==> config.mk <==
export PLATFORM = sky130hd
export DESIGN_NAME = pc_sequencer
export DESIGN_NICKNAME = d
export VERILOG_FILES = /design/src/rtl/pcseq_pkg.sv /design/src/rtl/pcseq_target.sv /design/src/rtl/pcseq_select.sv /design/src/rtl/pc_sequencer.sv
export SDC_FILE = /design/constraint.sdc
export NUM_CORES = 1
export LEC_CHECK = 0
export BUFFER_PORTS_ARGS = -buffer_cell sky130_fd_sc_hd__buf_2
export CORE_ASPECT_RATIO = 0.7
export CORE_MARGIN = 10
export CORE_UTILIZATION = 50
export DETAILED_ROUTE_END_ITERATION = 12
export PLACE_DENSITY_LB_ADDON = 0.2
export REMOVE_ABC_BUFFERS = 1
export SLEW_MARGIN = 20
export SYNTH_ARGS = -nofsm -noshare
export SYNTH_HDL_FRONTEND = slang
export SYNTH_SLANG_ARGS = --single-unit
==> constraint.sdc <==
create_clock -name clk -period 8.3 [get_ports clk]
set_clock_uncertainty 0.1 [all_clocks]
set_input_delay 0.415 -clock clk [delete_from_list [all_inputs] [get_ports clk]]
set_output_delay 0.415 -clock clk [all_outputs]
set_load 0.1 [all_outputs]
==> src/rtl/pcseq_pkg.sv <==
package pcseq_pkg;
    typedef enum logic [2:0] {
        FLOW_SEQ  = 3'd0,
        FLOW_BEQ  = 3'd1,
        FLOW_BNE  = 3'd2,
        FLOW_JMP  = 3'd3,
        FLOW_JAL  = 3'd4,
        FLOW_JREG = 3'd5
    } flow_kind_t;
endpackage

==> src/rtl/pcseq_target.sv <==
// Candidate addresses derived from the current counter and the instruction fields.
module pcseq_target #(
    parameter int PC_W  = 32,
    parameter int OFF_W = 16,
    parameter int JF_W  = 26
) (
    input  logic [PC_W-1:0]  pc,
    input  logic [OFF_W-1:0] offset,
    input  logic [JF_W-1:0]  jfield,
    output logic [PC_W-1:0]  pc_plus4,
    output logic [PC_W-1:0]  br_target,
    output logic [PC_W-1:0]  jmp_target
);
    localparam int EXT_W = PC_W - OFF_W - 2;
    localparam int HI_W  = PC_W - JF_W - 2;

    logic [PC_W-1:0] disp;

    always_comb begin
        pc_plus4   = pc + PC_W'(4);
        disp       = {{EXT_W{offset[OFF_W-1]}}, offset, 2'b00};
        br_target  = pc_plus4 + disp;
        jmp_target = {pc_plus4[PC_W-1 -: HI_W], jfield, 2'b00};
    end
endmodule

==> src/rtl/pcseq_select.sv <==
// Chooses the next counter value from the flow code.
module pcseq_select
    import pcseq_pkg::*;
#(
    parameter int PC_W = 32
) (
    input  logic [2:0]      kind,
    input  logic            eq,
    input  logic [PC_W-1:0] pc,
    input  logic [PC_W-1:0] pc_plus4,
    input  logic [PC_W-1:0] br_target,
    input  logic [PC_W-1:0] jmp_target,
    input  logic [PC_W-1:0] reg_target,
    output logic [PC_W-1:0] next_pc,
    output logic            misalign
);
    flow_kind_t k;

    always_comb begin
        k        = flow_kind_t'(kind);
        misalign = 1'b0;
        next_pc  = pc_plus4;
        unique case (k)
            FLOW_SEQ:  next_pc = pc_plus4;
            FLOW_BEQ:  next_pc = eq ? br_target : pc_plus4;
            FLOW_BNE:  next_pc = eq ? pc_plus4 : br_target;
            FLOW_JMP,
            FLOW_JAL:  next_pc = jmp_target;
            FLOW_JREG: begin
                if (reg_target[1:0] != 2'b00) begin
                    misalign = 1'b1;
                    next_pc  = pc;
                end else begin
                    next_pc  = reg_target;
                end
            end
            default:   next_pc = pc_plus4;
        endcase
    end
endmodule

==> src/rtl/pc_sequencer.sv <==
module pc_sequencer
    import pcseq_pkg::*;
#(
    parameter int              PC_W      = 32,
    parameter int              OFF_W     = 16,
    parameter int              JF_W      = 26,
    parameter logic [PC_W-1:0] RESET_VEC = '0
) (
    input  logic             clk,
    input  logic             rst_n,
    input  logic             step_en,
    input  logic [2:0]       flow_kind,
    input  logic [OFF_W-1:0] br_offset,
    input  logic [JF_W-1:0]  jmp_field,
    input  logic [PC_W-1:0]  reg_target,
    input  logic             src_equal,
    output logic [PC_W-1:0]  pc_out,
    output logic [PC_W-1:0]  link_addr,
    output logic             misalign_flag
);
    logic [PC_W-1:0] pc_q;
    logic [PC_W-1:0] pc_plus4, br_target, jmp_target, next_pc;
    logic            misalign;

    pcseq_target #(.PC_W(PC_W), .OFF_W(OFF_W), .JF_W(JF_W)) u_target (
        .pc(pc_q), .offset(br_offset), .jfield(jmp_field),
        .pc_plus4(pc_plus4), .br_target(br_target), .jmp_target(jmp_target)
    );

    pcseq_select #(.PC_W(PC_W)) u_select (
        .kind(flow_kind), .eq(src_equal), .pc(pc_q), .pc_plus4(pc_plus4),
        .br_target(br_target), .jmp_target(jmp_target), .reg_target(reg_target),
        .next_pc(next_pc), .misalign(misalign)
    );

    always_ff @(posedge clk or negedge rst_n) begin
        if (!rst_n)       pc_q <= RESET_VEC;
        else if (step_en) pc_q <= next_pc;
    end

    always_comb begin
        pc_out        = pc_q;
        link_addr     = pc_plus4;
        misalign_flag = misalign;
    end

    assert_hold_R2: assert property (@(posedge clk) disable iff (!rst_n)
        !step_en |=> $stable(pc_q));

    assert_seq_step_R3: assert property (@(posedge clk) disable iff (!rst_n)
        (step_en && flow_kind == 3'd0) |=> (pc_q == $past(pc_q) + PC_W'(4)));

    assert_jreg_lands_R9: assert property (@(posedge clk) disable iff (!rst_n)
        (step_en && flow_kind == 3'd5 && reg_target[1:0] == 2'b00) |=> (pc_q == $past(reg_target)));

    assert_misalign_hold_R10: assert property (@(posedge clk) disable iff (!rst_n)
        (step_en && misalign_flag) |=> $stable(pc_q));

    assert_flag_only_jreg_R10: assert property (@(posedge clk) disable iff (!rst_n)
        misalign_flag |-> (flow_kind == 3'd5));

    assert_pc_aligned_R9: assert property (@(posedge clk) disable iff (!rst_n)
        pc_q[1:0] == 2'b00);
endmodule

==> After elaboration in Yosys (flattened, before gate mapping) <==
Index checks and enable logic that the tools add are counted.
{ "word_totals": {"inputBits": 81, "elab_cells": 18, "out_inout_bits": 65, "ff_bits": 32} }
{ "op_classes": {"n_eq_ne": 6, "reduce_logical": 3, "n_addsub": 2, "muxes": 6} }
{ "ops": {"columns": ["cell", "count"], "rows": [
  ["one-hot mux 32 bit (4 select lines)", 1],
  ["two-way mux 32 bit", 3],
  ["adder 32 x 3 -> 32 bit (second input constant)", 1],
  ["adder 32 bit", 1],
  ["equality test 3 x 2 -> 1 bit (second input constant)", 2],
  ["equality test 3 bit (second input constant)", 2],
  ["equality test 3 x 1 -> 1 bit (second input constant)", 1],
  ["two-way mux 1 bit", 2],
  ["!= test 2 bit (second input constant)", 1],
  ["AND reduction 2 bit", 1],
  ["nonzero test 2 bit", 1],
  ["OR reduction 2 bit", 1]
]} }

==> Longest topological paths before layout <==
Gate-level depths: netlist of run 1.
{ "logic_depth": {"word_depth": 4, "mapped_depth": 15, "ltp_nobuf": 14} }

==> Modules after synthesis <==
A second synthesis of run 1 with hierarchy kept.
{ "unflattened": {"hier_cells": 716, "hier_area_um2": 5656.7} }
{ "modules_own_cells": {"columns": ["module", "area_each_um2", "cells_per_inst", "n_inst"], "rows": [
  ["pcseq_target", 2595.0, 372, 1],
  ["pcseq_select", 1716.6, 276, 1],
  ["pc_sequencer", 1345.0, 68, 1]
]} }

==> Worst setup path before layout of run 1 <==
Ideal clock, no wire load.
{ "synth_timing": {"path_kind": "flip-flop to flip-flop", "start": "register pc_q[4], in the netlist pc_out[4]", "end": "register pc_q[22], in the netlist pc_out[22]", "path_stages_with_launch": 15, "setup_slack_ps": 2289, "t_arrival_ps": 5733, "n_path_buf": 1, "path_cell_list": "dfrtp_1 buf_2 nand4_4 nor4_4 nand2_1 xnor2_1 ha_1 a21o_1 a21o_1 a221o_1 a221oi_2 a21oi_1 or3_1 a31oi_1 a211oi_1"} }
{ "synth_via": {"elab_chain_cells": 4, "word_cells_on_any_way": 5, "cone_classes": "add/sub (2); mux (3)"} }
{ "synth_rtl": {"columns": ["element", "line_no", "text"], "rows": [
  ["start, declared", "pc_sequencer.sv:21", "logic [PC_W-1:0] pc_q;"],
  ["start signal, assigned", "pc_sequencer.sv:38", "else if (step_en) pc_q <= next_pc;"],
  ["adder 32 x 3 -> 32 bit *", "pcseq_target.sv:20", "pc_plus4 = pc + PC_W'(4);"],
  ["named net link_addr[15]", "pc_sequencer.sv:18", "output logic [PC_W-1:0] link_addr,"],
  ["adder 32 bit *", "pcseq_target.sv:22", "br_target = pc_plus4 + disp;"],
  ["two-way mux 32 bit, on equally long branches", "pcseq_select.sv:26, pcseq_select.sv:25", null],
  ["one-hot mux 32 bit (4 select lines) *", "pcseq_select.sv:23", "unique case (k)"]
]} }
Mark *: on every way through the listed nets, which the timed path passes. The rest lies on a longest branch.
A chain may end at the register's enable or synchronous reset.

==> Worst setup path in the final report of run 1 <==
{ "layout_timing": {"start": "register pc_q[2], in the netlist pc_out[2]", "end": "register pc_q[30], in the netlist pc_out[30]"} }
{ "layout_via": {"elab_chain_cells": 4, "word_cells_on_any_way": 5, "cone_classes": "add/sub (2); mux (3)"} }
{ "layout_rtl": {"columns": ["element", "line_no"], "rows": [
  ["adder 32 x 3 -> 32 bit *", "pcseq_target.sv:20"],
  ["adder 32 bit", "pcseq_target.sv:22"],
  ["two-way mux 32 bit, on equally long branches", "pcseq_select.sv:26, pcseq_select.sv:25"],
  ["one-hot mux 32 bit (4 select lines) *", "pcseq_select.sv:23"]
]} }
Every way passes the cells marked *; elsewhere a longest branch is shown, timed or not.

==> run_results.csv, run 1 <==
group,metric,value,unit
worst_setup_path,endpoint_kind,"flip-flop",
power,powerDensity,334,nW/um2
timing,hold_ws,0.129,ns
worst_setup_path,crit_required,8.39,ns
worst_setup_path,path_buf_inv,1,
worst_setup_path,cp_data_arrival_time,4.40,ns
cts,cts_buffers,5,
synth,yosys_warnings,0,
route,finalWirelength,15500,um
die,top_level_ports,146,
power,p_leak,2.36,nW
worst_setup_path,critPathKind,"reg2reg",
worst_setup_path,crit_path_cell_trace,"ha_1 > inv_1 > nor4_4 > nand3_1 > xnor2_1 > ha_1 > nand2_1 > nor2_1 > and3_1 > o211ai_1 > a21o_1 > a2111oi_0 > nor3_1 > o31ai_1",
cts,clkTransAtPathRegs,0.06,ns
cts,clk_latency,0.28,ns
placed_design,place.gp.congestion,0.951,
cts,cts_setup_buffers,0,
global_route,track_usage,23.0,%
die,start_util,52.5,%
die,rows,27,
timing,fin_crit_sh,51.9,%
timing,hold_viol_final,0,
placed_design,post-place-ws,4.04,ns
worst_setup_path,path_max_fanout,8,
synth,synth_edf_count,0,
timing,rsz0062_at_grt,"false",
timing,setup_viol,0,
timing,setup_ws,3.99,ns
route,ant_nets,0,
worst_setup_path,start_kind,"flip-flop",
finish,num-nets-final,775,
cts,cts_hold_repair.buffers,0,
worst_setup_path,r2r_setup_slack,3.99,ns
route,vias,4809,
finish,stdcell_area,5160,um2
cts,cts-resized-gates,0,
cts,clockBufferDepth,2,
placed_design,placed_area,4990,um2
finish,largest_register_ffs,32,
synth,synthCells,530,
worst_setup_path,slowest_stage,"nor4_4",
global_route,grt_pass1_vias,4489,
synth,ys_ff_latch,32,
hold_path,holdCritPathClass,"in2async",
route,post_drt_wl_per_cell,20.4,um
power,irDropWorstVdd,0.244,mV
worst_setup_path,path_delay_family,"simple AND/OR/NAND/NOR gates",
synth,ys.flop_type,"dfrtp_1",
synth,ys_seq_area_share,19.0,%
global_route,antenna_found_initial,0,
cts,htreeDepth,2,
timing,worstMarginPinSlew,0.824,ns
route,avgViaCountPerCell,6.33,
route,drtPass1Iterations,5,
worst_setup_path,crit_top_cell,"ha_1",
synth,netlist_area,4220,um2
synth,ys_types,69,
global_route,grt_pass1_wl,24000,um
synth,syn_avg_cell_area,7.96,um2
finish,syn2layout_area_growth,22.4,%
die,core_area,8040,um2
finish,antenna_cells,0,
die,die_area,12600,um2
global_route,overflow,0,
timing,relSlewSlack,45.1,%
timing,slew_viol_final,0,
global_route,grt_max_degree,46,
cts,cts-root-buf,"clkbuf_16",
finish,nFillCells,731,
timing,timing.fmax,232,MHz
placed_design,dp_hpwl,12000,um
cts,cts_sinks,32,
synth,synthArstFlopShare,100,%
job,drv_cap,0,
die,die_h,96.8,um
worst_setup_path,cp_slowest_stage_delay,0.67,ns
placed_design,io_buffers,145,
timing,fin_crit,4.31,ns
timing,setup_tns,0,ns
finish,drive_gt1_share,28.2,%
run_status,status,"completed",
cts,cts_tree,"built",
die,die_x,130,um
route,drc,0,
route,drt-initial-drc-count,474,
==> through the flow <==
| step | cells | utilization (%) | power [mW] |
|---|---|---|---|
| 3_3_place_gp | 752 | 62.1 | 1.48 |
| 6_report | 760 | 64.2 | 1.72 |
| 4_1_cts | 760 | 64.2 | 1.72 |
| 3_5_place_dp | 752 | 62.1 | 1.50 |
| 2_1_floorplan | 500 | - | 1.26 |
| 5_1_grt | 760 | 64.2 | 1.80 |
==> placed cells by master (no fill, tap or decap), types with 4 or more instances in the layout <==
master,count
o21bai_1,5
inv_1,12
a31oi_1,8
a21oi_1,40
a221o_1,8
a211oi_1,5
dfrtp_1,32
a222oi_1,8
nor2_1,47
clkbuf_16,5
nand4_1,13
a22oi_1,7
buf_2,145
o21a_1,11
xor2_1,15
nor3_1,5
nand3_1,19
a21o_1,21
o21ai_0,37
o31ai_1,4
ha_1,35
mux2_2,4
a221oi_1,9
xnor2_1,31
and2_1,6
buf_4,6
nand2_1,43
o21ai_1,6
==> Yosys cell counts, types with 4 or more instances <==
library cell	count	area share [%]
o21ai_0	39	4.6
a211oi_1	5	0.89
o21ai_1	5	0.59
buf_2	4	0.47
nor2_1	47	4.2
a21o_1	21	3.7
a21oi_1	40	4.7
mux2_2	4	1.1
nand3_1	19	2.3
ha_1	35	10
o21a_1	11	2.0
dfrtp_1	32	19
a22oi_1	7	1.2
inv_1	12	1.1
and2_1	6	0.89
o21bai_1	5	0.89
nor3_1	5	0.59
xor2_1	15	3.1
a31oi_1	8	1.2
a222oi_1	8	1.9
xnor2_1	31	6.4
a221o_1	8	1.9
a221oi_1	9	1.9
o31ai_1	4	0.71
nand4_1	13	1.9
nand2_1	43	3.8
clkbuf_1	23	2.0
==> report_power, final <==
| group | internal, mW | switching [mW] | total, mW |
|---|---|---|---|
| sequential | 0.192 | 0.0751 | 0.267 |
| clock | 0.141 | 0.0760 | 0.217 |
| combinational | 0.298 | 0.943 | 1.24 |
| total | 0.630 | 1.09 | 1.72 |
==> worst paths after layout <==
| path | startpoint | endpoint | cells past startpoint |
|---|---|---|---|
| max in group asynchronous | rst_n | pc_out[4] | 1 |
| worst min-delay path | rst_n | pc_out[23] | 1 |
| worst max register to register | pc_out[2] | pc_out[30] | 14 |
| worst max-delay path | pc_out[2] | pc_out[30] | 14 |
| min in group clk | jmp_field[11] | pc_out[13] | 3 |
| worst min register to register | pc_out[1] | pc_out[1] | 1 |
==> layer usage <==
layer | GRT usage, % | share of wire (%) | vias up
met5 | 0 | 0 | -
met4 | 3.42 | 1.1 | 0
met3 | 5.50 | 11 | 17
met2 | 32.9 | 41 | 259
met1 | 34.3 | 48 | 2253
li1 | - | - | 2280
==> area by class of cell <==
type / instances / area (um2) / share of cell area [%]
clock buffers: 5 / 125 / 2.42
inverters: 12 / 45.0 / 0.873
flip-flops and latches: 32 / 801 / 15.5
repair buffers: 151 / 771 / 14.9
clock inverters: 3 / 42.5 / 0.824
multi-input cells: 456 / 3250 / 63.0
well taps: 101 / 126 / 2.45
==> cells by family (layout without fill, tap and decap cells) <==
| group | Yosys count | count (layout) | synth area share, % |
|---|---|---|---|
| muxes | 5 | 5 | 1.31 |
| buffers and inverters | 42 | 171 | 4.21 |
| xor gates and xnor gates | 48 | 48 | 10.6 |
| DFF | 32 | 32 | 19.0 |
| AOI/OAI and AO/OA | 201 | 201 | 33.2 |
| adders and majority gates | 36 | 36 | 10.9 |
| and+or+nand+nor | 166 | 166 | 20.8 |
Power figures use the tool's default switching activity.
==> inputs of run 2 (changes only) <==
Clock period 8.3 ns to 4.25 ns, I/O delays scaled along.
==> run_results.csv, run 2 (synthesis results as in run 1) <==
group,metric,value,unit
run_status,status,"completed",
die,die_h,96.8,um
placed_design,place.gp.congestion,0.951,
job,drv_cap,0,
cts,cts_buffers,5,
route,ant_nets,0,
worst_setup_path,critPathKind,"reg2reg",
global_route,antenna_found_initial,0,
timing,fin_crit,4.06,ns
finish,mostFrequentLayoutCells,"buf_2, nor2_1, nand2_1",
route,finalWirelength,16200,um
route,highest_layer,"met4",
global_route,track_usage,24.2,%
route,drtPass1Iterations,6,
finish,register_area,801,um2
route,drc,0,
global_route,overflow,0,
timing,setup_tns,0,ns
route,drt-initial-drc-count,544,
cts,cts_tree,"built",
timing,worstMarginPinSlew,0.991,ns
power,p_leak,2.42,nW
die,die_x,130,um
finish,layout_commonest_cell,"buf_2",
die,top_level_ports,146,
timing,fin_crit_sh,95.4,%
global_route,grt_pass1_wl,25000,um
cts,htreeDepth,2,
power,powerDensity,640,nW/um2
cts,clockBufferDepth,2,
route,vias,4881,
placed_design,dp_hpwl,12700,um
finish,nFillCells,699,
worst_setup_path,cp_data_arrival_time,4.12,ns
worst_setup_path,path_max_fanout,8,
finish,syn2layout_area_growth,24.3,%
cts,clkTransAtPathRegs,0.06,ns
finish,antenna_cells,0,
hold_path,hold_depth,5,
power,irDropWorstVdd,0.395,mV
route,post_drt_wl_per_cell,21.1,um
finish,utilization,65.2,%
finish,drive_gt1_share,29.2,%
timing,slew_viol_final,0,
die,core_area,8040,um2
route,wl_met2,6770,um
route,avgViaCountPerCell,6.36,
die,rows,27,
cts,cts-root-buf,"clkbuf_16",
global_route,grt_pass1_vias,4529,
placed_design,io_buffers,145,
worst_setup_path,start_kind,"flip-flop",
timing,timing.fmax,247,MHz
power,power,3.36,mW
cts,clk_latency,0.28,ns
worst_setup_path,rr_worst_depth,15,
finish,multiInputGateArea,3290,um2
finish,num-nets-final,783,
hold_path,holdCritPathClass,"in2reg",
timing,rsz0062_at_grt,"false",
placed_design,post-place-ws,0.233,ns
cts,cts_sinks,32,
die,die_area,12600,um2
timing,setup_ws,0.194,ns
timing,relSlewSlack,33.9,%
worst_setup_path,endpoint_kind,"flip-flop",
global_route,grt_max_degree,33,
timing,setup_viol,0,
die,start_util,52.5,%
finish,largest_register_ffs,32,
worst_setup_path,crit_required,4.31,ns
route,wl_met1,7390,um
route,wl_met3,1880,um
timing,hold_viol_final,0,
## run 2: cell count changes in the layout (fill, tap and decap cells not counted), moves of 2 or more
cell      before  now
buf_4          6   13
xnor2_2        0    3
clkbuf_1       0    2
xnor2_1       31   28
## run 2: stage by stage
| step | std cells | cell area, um2 | hold slack (ns) |
|---|---|---|---|
| finish | 768 | 5240 | 0.187 |
| global route | 768 | 5240 | 0.211 |
| CTS | 766 | 5190 | 0.188 |
| detailed placement | 757 | 5030 | 0.255 |
| global placement | 757 | 5030 | 0.250 |
| floorplan | 500 | 4090 | -0.183 |
## run 2: layout make-up
class                   count  area share, %
well taps                 101           2.41
multi-input cells         456           62.8
repair buffers            159           15.9
flip-flops and latches     32           15.3
inverters                  12          0.859
clock buffers               8           2.79
## run 2: what timing repair did
action / in CTS / in global routing
resized for setup: 0 / 6
buffers inserted: 0 / 2
hold buffers: 1 / 0
setup endpoints to repair: 0 / 9
endpoints found under the hold margin: 32 / 0
## run 2: final timing paths
kind                                start    endpoint  slack, ns
setup / recovery                pc_out[2]  pc_out[29]       0.19
hold / removal             reg_target[29]  pc_out[29]       0.19
setup reg to reg                pc_out[2]  pc_out[29]       0.19
hold reg to reg                 pc_out[1]   pc_out[1]       0.43
max in group asynchronous           rst_n  pc_out[14]       3.06
min in group asynchronous           rst_n  pc_out[25]       0.48
## run 2: per-layer routing
layer	GRT usage, %	up-vias
li1	-	2295
met1	36.1	2277
met2	34.9	294
met3	5.77	15
met4	3.17	0
met5	0	-
## run 2: report_power, final
| part | switching (mW) | leakage [nW] | internal, mW |
|---|---|---|---|
| clock | 0.134 | 0.0712 | 0.234 |
| sequential | 0.152 | 0.383 | 0.374 |
| combinational | 1.87 | 1.96 | 0.596 |
| total | 2.15 | 2.42 | 1.20 |
## run 2: worst max-delay path: stages (launching register included)
cell	delay (ns)
dfrtp_1	0.45
ha_1	0.30
inv_1	0.16
nor4_4	0.42
buf_4	0.25
nand2_2	0.13
xnor2_1	0.35
ha_1	0.40
a21oi_1	0.24
o21bai_1	0.14
a21o_1	0.22
a21oi_1	0.23
o21ai_0	0.15
xnor2_1	0.15
mux2i_1	0.17
o21ai_1	0.08
